<file path="src/rtl/deskew_pkg.sv">
package deskew_pkg;
  typedef enum logic [1:0] {
    ST_WAIT    = 2'd0,
    ST_SEARCH  = 2'd1,
    ST_FILL    = 2'd2,
    ST_ALIGNED = 2'd3
  } dsk_state_e;

  typedef struct packed {
    logic       ctrl;
    logic [7:0] data;
  } lane_word_t;
endpackage

</file>
<file path="src/rtl/lane_fifo.sv">
module lane_fifo
  import deskew_pkg::*;
#(
  parameter int DEPTH = 16
) (
  input  logic       clk,
  input  logic       rst_n,
  input  logic       flush_i,
  input  logic       wr_en_i,
  input  logic       rd_en_i,
  input  lane_word_t wr_word_i,
  output lane_word_t rd_word_o
);
  localparam int AW = (DEPTH > 1) ? $clog2(DEPTH) : 1;
  localparam logic [AW-1:0] LAST = AW'(DEPTH - 1);

  lane_word_t    mem [DEPTH];
  logic [AW-1:0] wr_ptr, wr_ptr_n;
  logic [AW-1:0] rd_ptr, rd_ptr_n;

  // pointer next-state
  always_comb begin
    wr_ptr_n = wr_ptr;
    rd_ptr_n = rd_ptr;
    if (flush_i) begin
      wr_ptr_n = '0;
      rd_ptr_n = '0;
    end else begin
      if (wr_en_i) wr_ptr_n = (wr_ptr == LAST) ? '0 : wr_ptr + 1'b1;
      if (rd_en_i) rd_ptr_n = (rd_ptr == LAST) ? '0 : rd_ptr + 1'b1;
    end
  end

  always_ff @(posedge clk or negedge rst_n) begin
    if (!rst_n) begin
      wr_ptr <= '0;
      rd_ptr <= '0;
    end else begin
      wr_ptr <= wr_ptr_n;
      rd_ptr <= rd_ptr_n;
    end
  end

  // storage: no reset, only written entries are ever read
  always_ff @(posedge clk) begin
    if (wr_en_i && !flush_i) mem[wr_ptr] <= wr_word_i;
  end

  assign rd_word_o = mem[rd_ptr];
endmodule

</file>
<file path="src/rtl/align_column.sv">
module align_column
  import deskew_pkg::*;
#(
  parameter int         LANES      = 4,
  parameter logic [7:0] ALIGN_CHAR = 8'h7C
) (
  input  lane_word_t [LANES-1:0] words_i,
  output logic       [LANES-1:0] hit_o
);
  for (genvar k = 0; k < LANES; k++) begin : g_lane
    assign hit_o[k] = words_i[k].ctrl && (words_i[k].data == ALIGN_CHAR);
  end
endmodule

</file>
<file path="src/rtl/deskew_ctrl.sv">
module deskew_ctrl
  import deskew_pkg::*;
#(
  parameter int LANES  = 4,
  parameter int WINDOW = 10
) (
  input  logic             clk,
  input  logic             rst_n,
  input  logic             all_sync_i,
  input  logic [LANES-1:0] in_hit_i,
  input  logic [LANES-1:0] col_hit_i,
  output dsk_state_e       state_o,
  output logic [LANES-1:0] seen_o,
  output logic             flush_o,
  output logic             fail_o
);
  localparam int CW = $clog2(WINDOW + 1);
  localparam logic [CW-1:0] CNT_LIMIT = CW'(WINDOW);

  dsk_state_e       state, state_n;
  logic [LANES-1:0] seen, seen_n;
  logic [CW-1:0]    cnt, cnt_n;
  logic             miss, miss_n;
  logic             fail_n;
  logic             in_any, in_all, col_any, col_all;

  assign in_any  = |in_hit_i;
  assign in_all  = &in_hit_i;
  assign col_any = |col_hit_i;
  assign col_all = &col_hit_i;

  always_comb begin
    state_n = state;
    seen_n  = seen;
    cnt_n   = cnt;
    miss_n  = miss;
    flush_o = 1'b0;
    fail_n  = 1'b0;
    if (!all_sync_i) begin
      state_n = ST_WAIT;
      seen_n  = '0;
      cnt_n   = '0;
      miss_n  = 1'b0;
      flush_o = 1'b1;
    end else begin
      unique case (state)
        ST_WAIT: begin
          state_n = ST_SEARCH;
          flush_o = 1'b1;
        end
        ST_SEARCH: begin
          if (in_any) begin
            seen_n  = in_hit_i;
            cnt_n   = in_all ? '0 : CW'(1);
            state_n = in_all ? ST_ALIGNED : ST_FILL;
          end
        end
        ST_FILL: begin
          seen_n = seen | in_hit_i;
          if (&seen_n) begin
            state_n = ST_ALIGNED;
            cnt_n   = '0;
          end else if (cnt >= CNT_LIMIT) begin
            fail_n  = 1'b1;
            flush_o = 1'b1;
            state_n = ST_SEARCH;
            seen_n  = '0;
            cnt_n   = '0;
          end else begin
            cnt_n = cnt + 1'b1;
          end
        end
        ST_ALIGNED: begin
          if (col_any && !col_all) begin
            if (miss) begin
              flush_o = 1'b1;
              state_n = ST_SEARCH;
              seen_n  = '0;
              miss_n  = 1'b0;
            end else begin
              miss_n = 1'b1;
            end
          end else if (col_all) begin
            miss_n = 1'b0;
          end
        end
        default: state_n = ST_WAIT;
      endcase
    end
  end

  always_ff @(posedge clk or negedge rst_n) begin
    if (!rst_n) begin
      state  <= ST_WAIT;
      seen   <= '0;
      cnt    <= '0;
      miss   <= 1'b0;
      fail_o <= 1'b0;
    end else begin
      state  <= state_n;
      seen   <= seen_n;
      cnt    <= cnt_n;
      miss   <= miss_n;
      fail_o <= fail_n;
    end
  end

  assign state_o = state;
  assign seen_o  = seen;
endmodule

</file>
<file path="src/rtl/lane_deskew4.sv">
module lane_deskew4
  import deskew_pkg::*;
#(
  parameter int         LANES      = 4,
  parameter int         DEPTH      = 16,
  parameter int         WINDOW     = 10,
  parameter logic [7:0] ALIGN_CHAR = 8'h7C
) (
  input  logic               clk,
  input  logic               rst_n,
  input  logic [LANES*8-1:0] lane_data_i,
  input  logic [LANES-1:0]   lane_ctrl_i,
  input  logic [LANES-1:0]   lane_sync_i,
  output logic [LANES*8-1:0] out_data_o,
  output logic [LANES-1:0]   out_ctrl_o,
  output logic               out_valid_o,
  output logic               aligned_o,
  output logic               fail_o
);
  // reset: asserted asynchronously, released on a clock edge
  logic [1:0] rst_sync;
  logic       rst_n_int;

  always_ff @(posedge clk or negedge rst_n) begin
    if (!rst_n) rst_sync <= 2'b00;
    else        rst_sync <= {rst_sync[0], 1'b1};
  end
  assign rst_n_int = rst_sync[1];

  lane_word_t [LANES-1:0] in_words, rd_words, out_q;
  logic       [LANES-1:0] in_hit, col_hit, seen, wr_en;
  dsk_state_e             state;
  logic                   flush, rd_en, collecting;

  for (genvar k = 0; k < LANES; k++) begin : g_in
    assign in_words[k].ctrl = lane_ctrl_i[k];
    assign in_words[k].data = lane_data_i[k*8 +: 8];
  end

  align_column #(.LANES(LANES), .ALIGN_CHAR(ALIGN_CHAR)) u_in_match (
    .words_i (in_words),
    .hit_o   (in_hit)
  );

  align_column #(.LANES(LANES), .ALIGN_CHAR(ALIGN_CHAR)) u_out_match (
    .words_i (rd_words),
    .hit_o   (col_hit)
  );

  deskew_ctrl #(.LANES(LANES), .WINDOW(WINDOW)) u_ctrl (
    .clk        (clk),
    .rst_n      (rst_n_int),
    .all_sync_i (&lane_sync_i),
    .in_hit_i   (in_hit),
    .col_hit_i  (col_hit),
    .state_o    (state),
    .seen_o     (seen),
    .flush_o    (flush),
    .fail_o     (fail_o)
  );

  assign collecting = (state == ST_SEARCH) || (state == ST_FILL);
  assign rd_en      = (state == ST_ALIGNED) && !flush;

  for (genvar k = 0; k < LANES; k++) begin : g_lane
    assign wr_en[k] = !flush &&
                      ((collecting && (seen[k] || in_hit[k])) || (state == ST_ALIGNED));

    lane_fifo #(.DEPTH(DEPTH)) u_fifo (
      .clk       (clk),
      .rst_n     (rst_n_int),
      .flush_i   (flush),
      .wr_en_i   (wr_en[k]),
      .rd_en_i   (rd_en),
      .wr_word_i (in_words[k]),
      .rd_word_o (rd_words[k])
    );

    assign out_data_o[k*8 +: 8] = out_q[k].data;
    assign out_ctrl_o[k]        = out_q[k].ctrl;
  end

  // output column register with explicit enable
  always_ff @(posedge clk or negedge rst_n_int) begin
    if (!rst_n_int) begin
      out_q       <= '0;
      out_valid_o <= 1'b0;
    end else begin
      out_valid_o <= rd_en;
      if (rd_en) out_q <= rd_words;
    end
  end

  assign aligned_o = (state == ST_ALIGNED);
endmodule

</file>
<file path="config.mk">
export PLATFORM = sky130hd
export DESIGN_NAME = lane_deskew4
export DESIGN_NICKNAME = d
export VERILOG_FILES = /design/src/rtl/deskew_pkg.sv /design/src/rtl/lane_fifo.sv /design/src/rtl/align_column.sv /design/src/rtl/deskew_ctrl.sv /design/src/rtl/lane_deskew4.sv
export SDC_FILE = /design/constraint.sdc
export NUM_CORES = 1
export LEC_CHECK = 0
export ABC_AREA = 1
export BUFFER_PORTS_ARGS = -buffer_cell sky130_fd_sc_hd__buf_4
export CORE_MARGIN = 2
export CORE_UTILIZATION = 40
export CTS_CLUSTER_DIAMETER = 50
export DETAILED_ROUTE_END_ITERATION = 8
export GPL_TIMING_DRIVEN = 1
export PLACE_DENSITY = 0.55
export SYNTH_ARGS = -nofsm -noshare
export SYNTH_HDL_FRONTEND = slang
export SYNTH_SLANG_ARGS = --single-unit
</file>
<file path="constraint.sdc">
create_clock -name clk -period 3.4 [get_ports clk]
set_clock_uncertainty 0.15 [all_clocks]
set_input_delay 0.51 -clock clk [delete_from_list [all_inputs] [get_ports clk]]
set_output_delay 0.51 -clock clk [all_outputs]
set_load 0.005 [all_outputs]
</file>
==> out/summary.txt, run 1 <==
Total GRT Usage: 0.2092
CP max-delay cell: dfrtp_4
routed wire length: 80.21 mm
DIE AREA: 0.07253 sq mm
Cell Rows: 97
Seq/Total Area, Yosys: 0.6881
Critical Path Sink Type: register
Max Cap Violations: 0
total power: 0.01710 W
FF-to-FF setup slack: -0.18 ns
critical path class: reg2reg
RR Startpoint: g_lane[1].u_fifo.rd_ptr[0]$_DFFE_PN0P_
Hold Fails Final Rpt: 0
#FFs+latches synth: 659
reg-to-reg endpoint: g_lane[1].u_fifo.mem[9][8]$_DFFE_PP_
post-synth net total: 2710
ys flop type: edfxtp_1
post-synth top area share: 0.6143
CTS max path bufs: 3
Worst Tran Pin Value: 0.8858 ns
height of the die: 269.3 um
max-slew violation count: 0
I/O Buffers: 80
count of different cell masters after synthesis: 37
post-synthesis cell area: 0.02816 sq mm
clock sink count: 659
ANT cells: 0
worst hold-check path type: in2async
worst path cell trace: inv_8 > buf_4 > buf_12 > nand2_1 > nand3_1 > nand2_2 > nor2_4 > nand2_4 > nand2_2 > nand2_2 > nor2_2 > nand3_2 > nor2_2 > buf_6 > nand2_4 > nand3_2 > nand2_2 > nand2_4 > buf_6 > nand4_1 > buf_4 > nor2_4 > buf_6
worst-skew pair later-pin latency: 0.61 ns
largest net degree at the start of global routing: 63
initial antenna violation count: 0
syn_area_per_cell: 10.65 sq um
CP startpoint kind: register
failing checks: setup timing
Internal: 0.01364 W
clock power share: 0.469
CP top delay family: simple AND/OR/NAND/NOR gates
vias in the first global route: 20072
Area contributors post-synth: edfxtp_1, nand2_1, dfrtp_1, nor2_1, nand3_1
clock edge transition at the registers on the reported setup and hold paths: 0.06 ns
gp weighted congestion: 0.9014
Synth top cells by count: nand2_1, edfxtp_1, nor2_1
Ys Warns: 0
Reg2Reg Depth: 23
post-synth top area cell: edfxtp_1
CP endpoint: g_lane[1].u_fifo.mem[9][8]$_DFFE_PP_
Ports: 81
Psw: 0.003458 W
VDD IR max: 0.2949 mV
P per Cell Area: 472.8 mW/mm^2
CP Max Fanout: 7
async set-reset flop share out of synthesis: 0.1259
fmax: 0.2795 GHz
DRT Pass-1 Iters: 5
final-report setup violation count: 568
Initial Util: 0.4028
DRT iter0 DRCs: 1842
CTS tree: built
count leader, synth: nand2_1
die width: 269.3 um
DR vias/cell: 5.164
fin area: 0.03616 sq mm
Worst Setup Slack, final: -0.1780 ns
first-pass GRT wire length: 117.5 mm
CP arrival: 3.75 ns
Worst Path Buf+Inv: 7
grt ovf: 0
total CTS buffers: 76
stages on the worst setup path: 23
Final period util: 1.052
most frequent CP cell: nand2_2
layout cells sized above 1: 0.2339
Comb pwr share: 0.016
Leakage: 14.30 nW
Required @ worst endpoint: 3.57 ns
dpl cell area: 0.03133 sq mm
area of the multi-input gates: 0.008263 sq mm
status: finished with violations
fillers: 6173
DRC violations left: 0
Vias: 20708
Tmin final: 3.578 ns
RSZ-0062 raised after global routing: true
crit-path max cell delay: 0.54 ns
post-route ant nets: 0
WL/cell: 20.00 um
H-tree lvl count: 3
area grow syn2layout: 28.43%
Post-layout nets: 3079
CTS Root Cell: clkbuf_16
Final HPWL DP: 49.78 mm
Sequential Power Share: 0.516
EDFF count, synth: 576
Sequential Area: 0.01939 sq mm
Worst slew margin: 0.4095
Core ar.: 0.06991 sq mm
Switching Share: 0.2022
cells after synthesis: 2643
Worst Setup SP: g_lane[1].u_fifo.rd_ptr[0]$_DFFE_PN0P_
cells in the final DEF (no fill, tap or decap), types with 11 or more instances in the layout:
master / Yosys / routed
o21ai_0: 112 / 104
nor2_4: 2 / 64
nor2_1: 300 / 212
o21ai_1: 16 / 22
dfrtp_1: 83 / 77
nand3_1: 189 / 179
a21oi_1: 91 / 82
nand3_2: 2 / 11
nor2_2: 1 / 27
inv_2: 12 / 11
clkinv_1: 9 / 23
clkbuf_16: 0 / 88
inv_1: 164 / 159
nand4_1: 66 / 66
buf_4: 13 / 262
o211ai_1: 31 / 31
nand2_1: 796 / 752
buf_12: 0 / 29
buf_6: 3 / 105
ha_1: 25 / 25
xor2_1: 11 / 11
nand2_2: 5 / 43
edfxtp_1: 576 / 576
cell type report:
type	instances	area share
timing repair inverter	1	0.0001384
clock inverter	44	0.01059
inverter	185	0.02000
sequential	659	0.5361
multi-input combinational	1676	0.2285
timing repair buffer	413	0.1144
clock buffer	92	0.05775
tap	940	0.03252
power by group through the flow:
stage	combinational, W	sequential, W	clock [W]
5_1_grt	0.000283	0.00882	0.00849
3_3_place_gp	0.000264	0.00899	0
4_1_cts	0.000269	0.00882	0.00816
6_report	0.000266	0.00882	0.00801
3_5_place_dp	0.000266	0.00899	0
2_1_floorplan	0.0000224	0.00899	0
per-stage QoR:
| step | setup TNS (ns) | setup slack [ns] | util | hold WS (ns) | instances |
|---|---|---|---|---|---|
| final | -46.88 | -0.1780 | 0.5173 | 0.06279 | 4010 |
| after global routing | -128.34 | -0.2720 | 0.5173 | 0.06505 | 4010 |
| after CTS | -58.66 | -0.1796 | 0.4937 | 0.04151 | 3943 |
| after detailed placement | -158.48 | -0.3819 | 0.4481 | 0.1439 | 3771 |
| after global placement | -169.58 | -0.4028 | 0.4481 | 0.1425 | 3771 |
| after floorplan | 0 | 0.1925 | - | 0.06441 | 2643 |
flip-flops by register name (all words and copies together), names as in the netlist:
| name | cells |
|---|---|
| g_lane.u_fifo.rd_ptr | 16 |
| u_ctrl.cnt | 4 |
| u_ctrl.seen_o | 4 |
| rst_sync | 2 |
| u_ctrl.miss | 1 |
| g_lane.u_fifo.wr_ptr | 16 |
| out_data_o | 32 |
| out_valid_o | 1 |
| out_ctrl_o | 4 |
| u_ctrl.fail_o | 1 |
| u_ctrl.state_o | 2 |
| g_lane.u_fifo.mem | 576 |
cells by family after synthesis:
group	synth area share
fa+ha+maj	0.01111
other cells	0.0001332
flops	0.6881
simple gates	0.2007
buf+inv	0.04648
xor+xnor	0.003422
compound gates	0.05008
worst register-to-register path, delay by kind of cell (launching register included):
| kind | cells | cell delay, ns |
|---|---|---|
| flip-flops | 1 | 0.54 |
| AND/OR/NAND/NOR | 16 | 1.64 |
| buffers and inverters | 7 | 0.94 |
timing repair:
action	in CTS	in global routing
gates cloned	13	53
hold endpoints to repair	2	0
endpoints found under the setup margin	620	623
pin swaps	25	56
hold buffers	1	0
resized for setup	99	337
buffers inserted	22	16
worst min path at each step:
stage	startpoint	cells after the start	to
finish	rst_n	2	rst_sync[1]$_DFF_PN0_
global placement	rst_n	1	rst_sync[0]$_DFF_PN0_
global route	rst_n	2	rst_sync[1]$_DFF_PN0_
floorplan	rst_n	0	rst_sync[0]$_DFF_PN0_
CTS	rst_n	2	rst_sync[1]$_DFF_PN0_
detailed placement	rst_n	1	rst_sync[0]$_DFF_PN0_
per-layer routing:
metal,routed length (um),vias to the layer above,GRT usage
met4,2000,0,0.06944
met3,4447,128,0.02805
met2,38730,690,0.3400
li1,-,9724,-
met1,35040,10166,0.2910
met5,0,-,0
Power figures use the tool's default switching activity.
==> run 2, diff against run 1 <==
--- a/config.mk
+++ b/config.mk
@@ -15,2 +15,3 @@
 export PLACE_DENSITY = 0.55
+export SKIP_CTS_REPAIR_TIMING = 1
 export SYNTH_ARGS = -nofsm -noshare
--- a/constraint.sdc
+++ b/constraint.sdc
@@ -4,2 +4,2 @@
 set_output_delay 0.51 -clock clk [all_outputs]
-set_load 0.005 [all_outputs]
+set_load 0.01 [all_outputs]
==> out/summary.txt, run 2 (synthesized netlist as in run 1, its figures left out) <==
Leakage: 13.94 nW (was 14.30 nW)
CTS Root Cell: clkbuf_16 (unchanged)
clock sink count: 659 (unchanged)
most frequent CP cell: buf_6 (was nand2_2)
DIE AREA: 0.07253 sq mm (unchanged)
GRT met2 Usage: 0.3342 (was 0.3400)
RR Startpoint: g_lane[2].u_fifo.rd_ptr[1]$_DFFE_PN0P_ (was g_lane[1].u_fifo.rd_ptr[0]$_DFFE_PN0P_)
CP startpoint kind: register (unchanged)
vias in the first global route: 19697 (was 20072)
fillers: 6302 (was 6173)
Sequential Power Share: 0.516 (about the same)
Post-layout nets: 3032 (was 3079)
DR vias/cell: 5.128 (was 5.164)
Critical Path Sink Type: register (unchanged)
layout cells sized above 1: 0.2015 (was 0.2339)
initial antenna violation count: 0 (unchanged)
clock edge transition at the registers on the reported setup and hold paths: 0.06 ns (about the same)
setup tns final: -34.75 ns (was -46.88 ns)
Worst slew margin: 0.4092 (was 0.4095)
DRT Pass-1 Iters: 6 (was 5)
FF-to-FF setup slack: -0.17 ns (was -0.18 ns)
critical path class: reg2reg (unchanged)
Ports: 81 (unchanged)
largest net degree at the start of global routing: 63 (unchanged)
VDD IR max: 0.2863 mV (was 0.2949 mV)
Cell Rows: 97 (unchanged)
commonest non-fill, non-tap cell in the layout: nand2_1 (unchanged)
Fin Hold WS: 0.06514 ns (was 0.06279 ns)
worst-skew pair later-pin latency: 0.61 ns (about the same)
failing checks: setup timing (unchanged)
Worst Setup SP: g_lane[2].u_fifo.rd_ptr[1]$_DFFE_PN0P_ (was g_lane[1].u_fifo.rd_ptr[0]$_DFFE_PN0P_)
Worst Path Buf+Inv: 7 (unchanged)
worst path cell trace: buf_6 > nand2_4 > clkinvlp_4 > buf_6 > nand2_1 > a21oi_1 > nor2_1 > nand2_1 > nand2_2 > nand2_2 > nor2_2 > nand3_2 > nor2_2 > buf_6 > nand2_4 > nand3_2 > nand2_2 > nand2_4 > buf_6 > nand4_1 > buf_4 > nor2_4 > buf_4 (was inv_8 > buf_4 > buf_12 > nand2_1 > nand3_1 > nand2_2 > nor2_4 > nand2_4 > nand2_2 > nand2_2 > nor2_2 > nand3_2 > nor2_2 > buf_6 > nand2_4 > nand3_2 > nand2_2 > nand2_4 > buf_6 > nand4_1 > buf_4 > nor2_4 > buf_6)
Biggest register: g_lane.u_fifo.mem (unchanged)
Final HPWL DP: 49.78 mm (unchanged)
Vias: 20321 (was 20708)
Max Cap Violations: 0 (unchanged)
Initial Util: 0.4028 (unchanged)
gp weighted congestion: 0.9014 (unchanged)
status: finished with violations (unchanged)
height of the die: 269.3 um (unchanged)
clock power share: 0.469 (about the same)
Worst Tran Pin Value: 0.8862 ns (was 0.8858 ns)
I/O Buffers: 80 (unchanged)
Total GRT Usage: 0.2046 (was 0.2092)
post-route ant nets: 0 (unchanged)
DRT iter0 DRCs: 1891 (was 1842)
CP arrival: 3.75 ns (about the same)
H-tree lvl count: 3 (unchanged)
area grow syn2layout: 24.75% (was 28.43%)
Switching Share: 0.2021 (was 0.2022)
CP top delay family: simple AND/OR/NAND/NOR gates (unchanged)
die width: 269.3 um (unchanged)
fmax: 0.2800 GHz (was 0.2795 GHz)
Required @ worst endpoint: 3.57 ns (about the same)
max-slew violation count: 0 (unchanged)
total CTS buffers: 76 (unchanged)
Comb pwr share: 0.015 (was 0.016)
routed wire length: 77.75 mm (was 80.21 mm)
Psw: 0.003454 W (was 0.003458 W)
CTS tree: built (unchanged)
CP max-delay cell: dfrtp_1 (was dfrtp_4)
P per Cell Area: 486.7 mW/mm^2 (was 472.8 mW/mm^2)
grt ovf: 0 (unchanged)
crit-path max cell delay: 0.39 ns (was 0.54 ns)
Worst Setup Slack, final: -0.1712 ns (was -0.1780 ns)
Core ar.: 0.06991 sq mm (unchanged)
CP Max Fanout: 8 (was 7)
GR peak layer: met2 (unchanged)
commonest cells after routing, fill and taps aside: nand2_1, edfxtp_1, buf_4, nor2_1, nand3_1 (unchanged)
ANT cells: 0 (unchanged)
Sequential Area: 0.01938 sq mm (was 0.01939 sq mm)
worst hold-check path type: in2async (unchanged)
area of the multi-input gates: 0.007940 sq mm (was 0.008263 sq mm)
WL/cell: 19.62 um (was 20.00 um)
Hold Fails Final Rpt: 0 (unchanged)
routing usage on met1: 0.2870 (was 0.2910)
final-report setup violation count: 554 (was 568)
Tmin final: 3.571 ns (was 3.578 ns)
first-pass GRT wire length: 115.2 mm (was 117.5 mm)
Internal: 0.01364 W (about the same)
RSZ-0062 raised after global routing: true (unchanged)
DRC violations left: 0 (unchanged)
Largest register FFs: 576 (unchanged)
dpl ws: -0.3819 ns (unchanged)
met3 GRT Util: 0.02716 (was 0.02805)
Final period util: 1.050 (was 1.052)
CTS max path bufs: 3 (unchanged)
total power: 0.01709 W (was 0.01710 W)
==> run 2: cell count changes in the layout (fill, tap and decap cells not counted), sizes merged <==
| cell | change |
|---|---|
| buf | -45 |
| clkbuf | -2 |
==> run 2: final timing paths <==
check | endpoint | cells past startpoint
setup / recovery | g_lane[1].u_fifo.mem[9][6]$_DFFE_PP_ | 23
hold / removal | rst_sync[1]$_DFF_PN0_ | 2
setup reg to reg | g_lane[1].u_fifo.mem[9][6]$_DFFE_PP_ | 23
hold reg to reg | rst_sync[1]$_DFF_PN0_ | 0
max in group asynchronous | out_data_o[0]$_DFFE_PN0P_ | 1
min in group clk | g_lane[3].u_fifo.mem[6][1]$_DFFE_PP_ | 1
==> run 2: per-layer routing <==
layer | part of all wire | vias to the layer above
li1 | - | 9620
met1 | 0.44 | 9900
met2 | 0.48 | 680
met3 | 0.057 | 121
met4 | 0.024 | 0
met5 | 0 | -
==> run 2: layout make-up <==
cell class / count / area share
Sequential cell: 659 / 0.5518
Multi-Input combinational cell: 1676 / 0.2261
Timing Repair Buffer: 366 / 0.09778
Clock buffer: 92 / 0.05945
Tap cell: 940 / 0.03348
Inverter: 185 / 0.02027
Clock inverter: 44 / 0.01090
Timing Repair inverter: 1 / 0.0002137
==> run 2: power groups by stage <==
stage	Clock, W	Sequential, W	Combinational [W]
4_1_cts	0.00816	0.00882	0.000269
3_5_place_dp	0	0.00899	0.000268
5_1_grt	0.00850	0.00882	0.000283
2_1_floorplan	0	0.00899	0.0000224
6_report	0.00801	0.00882	0.000264
3_3_place_gp	0	0.00899	0.000265
==> run 2: worst reg2reg max path: stages (launching register included) <==
cell and delay (ns):
dfrtp_1 0.39, buf_6 0.12, nand2_4 0.07, clkinvlp_4 0.20, buf_6 0.18, nand2_1 0.05, a21oi_1 0.04, nor2_1 0.19
nand2_1 0.15, nand2_2 0.11, nand2_2 0.05, nor2_2 0.10, nand3_2 0.11, nor2_2 0.14, buf_6 0.12, nand2_4 0.05
nand3_2 0.07, nand2_2 0.07, nand2_4 0.14, buf_6 0.14, nand4_1 0.16, buf_4 0.20, nor2_4 0.14, buf_4 0.16
==> run 2: metrics by stage <==
step | instance area, sq um | util | std cells
global route | 35120 | 0.5025 | 3963
finish | 35120 | 0.5025 | 3963
detailed placement | 31330 | 0.4481 | 3771
floorplan | 28160 | - | 2643
CTS | 33800 | 0.4834 | 3907
global placement | 31330 | 0.4481 | 3771
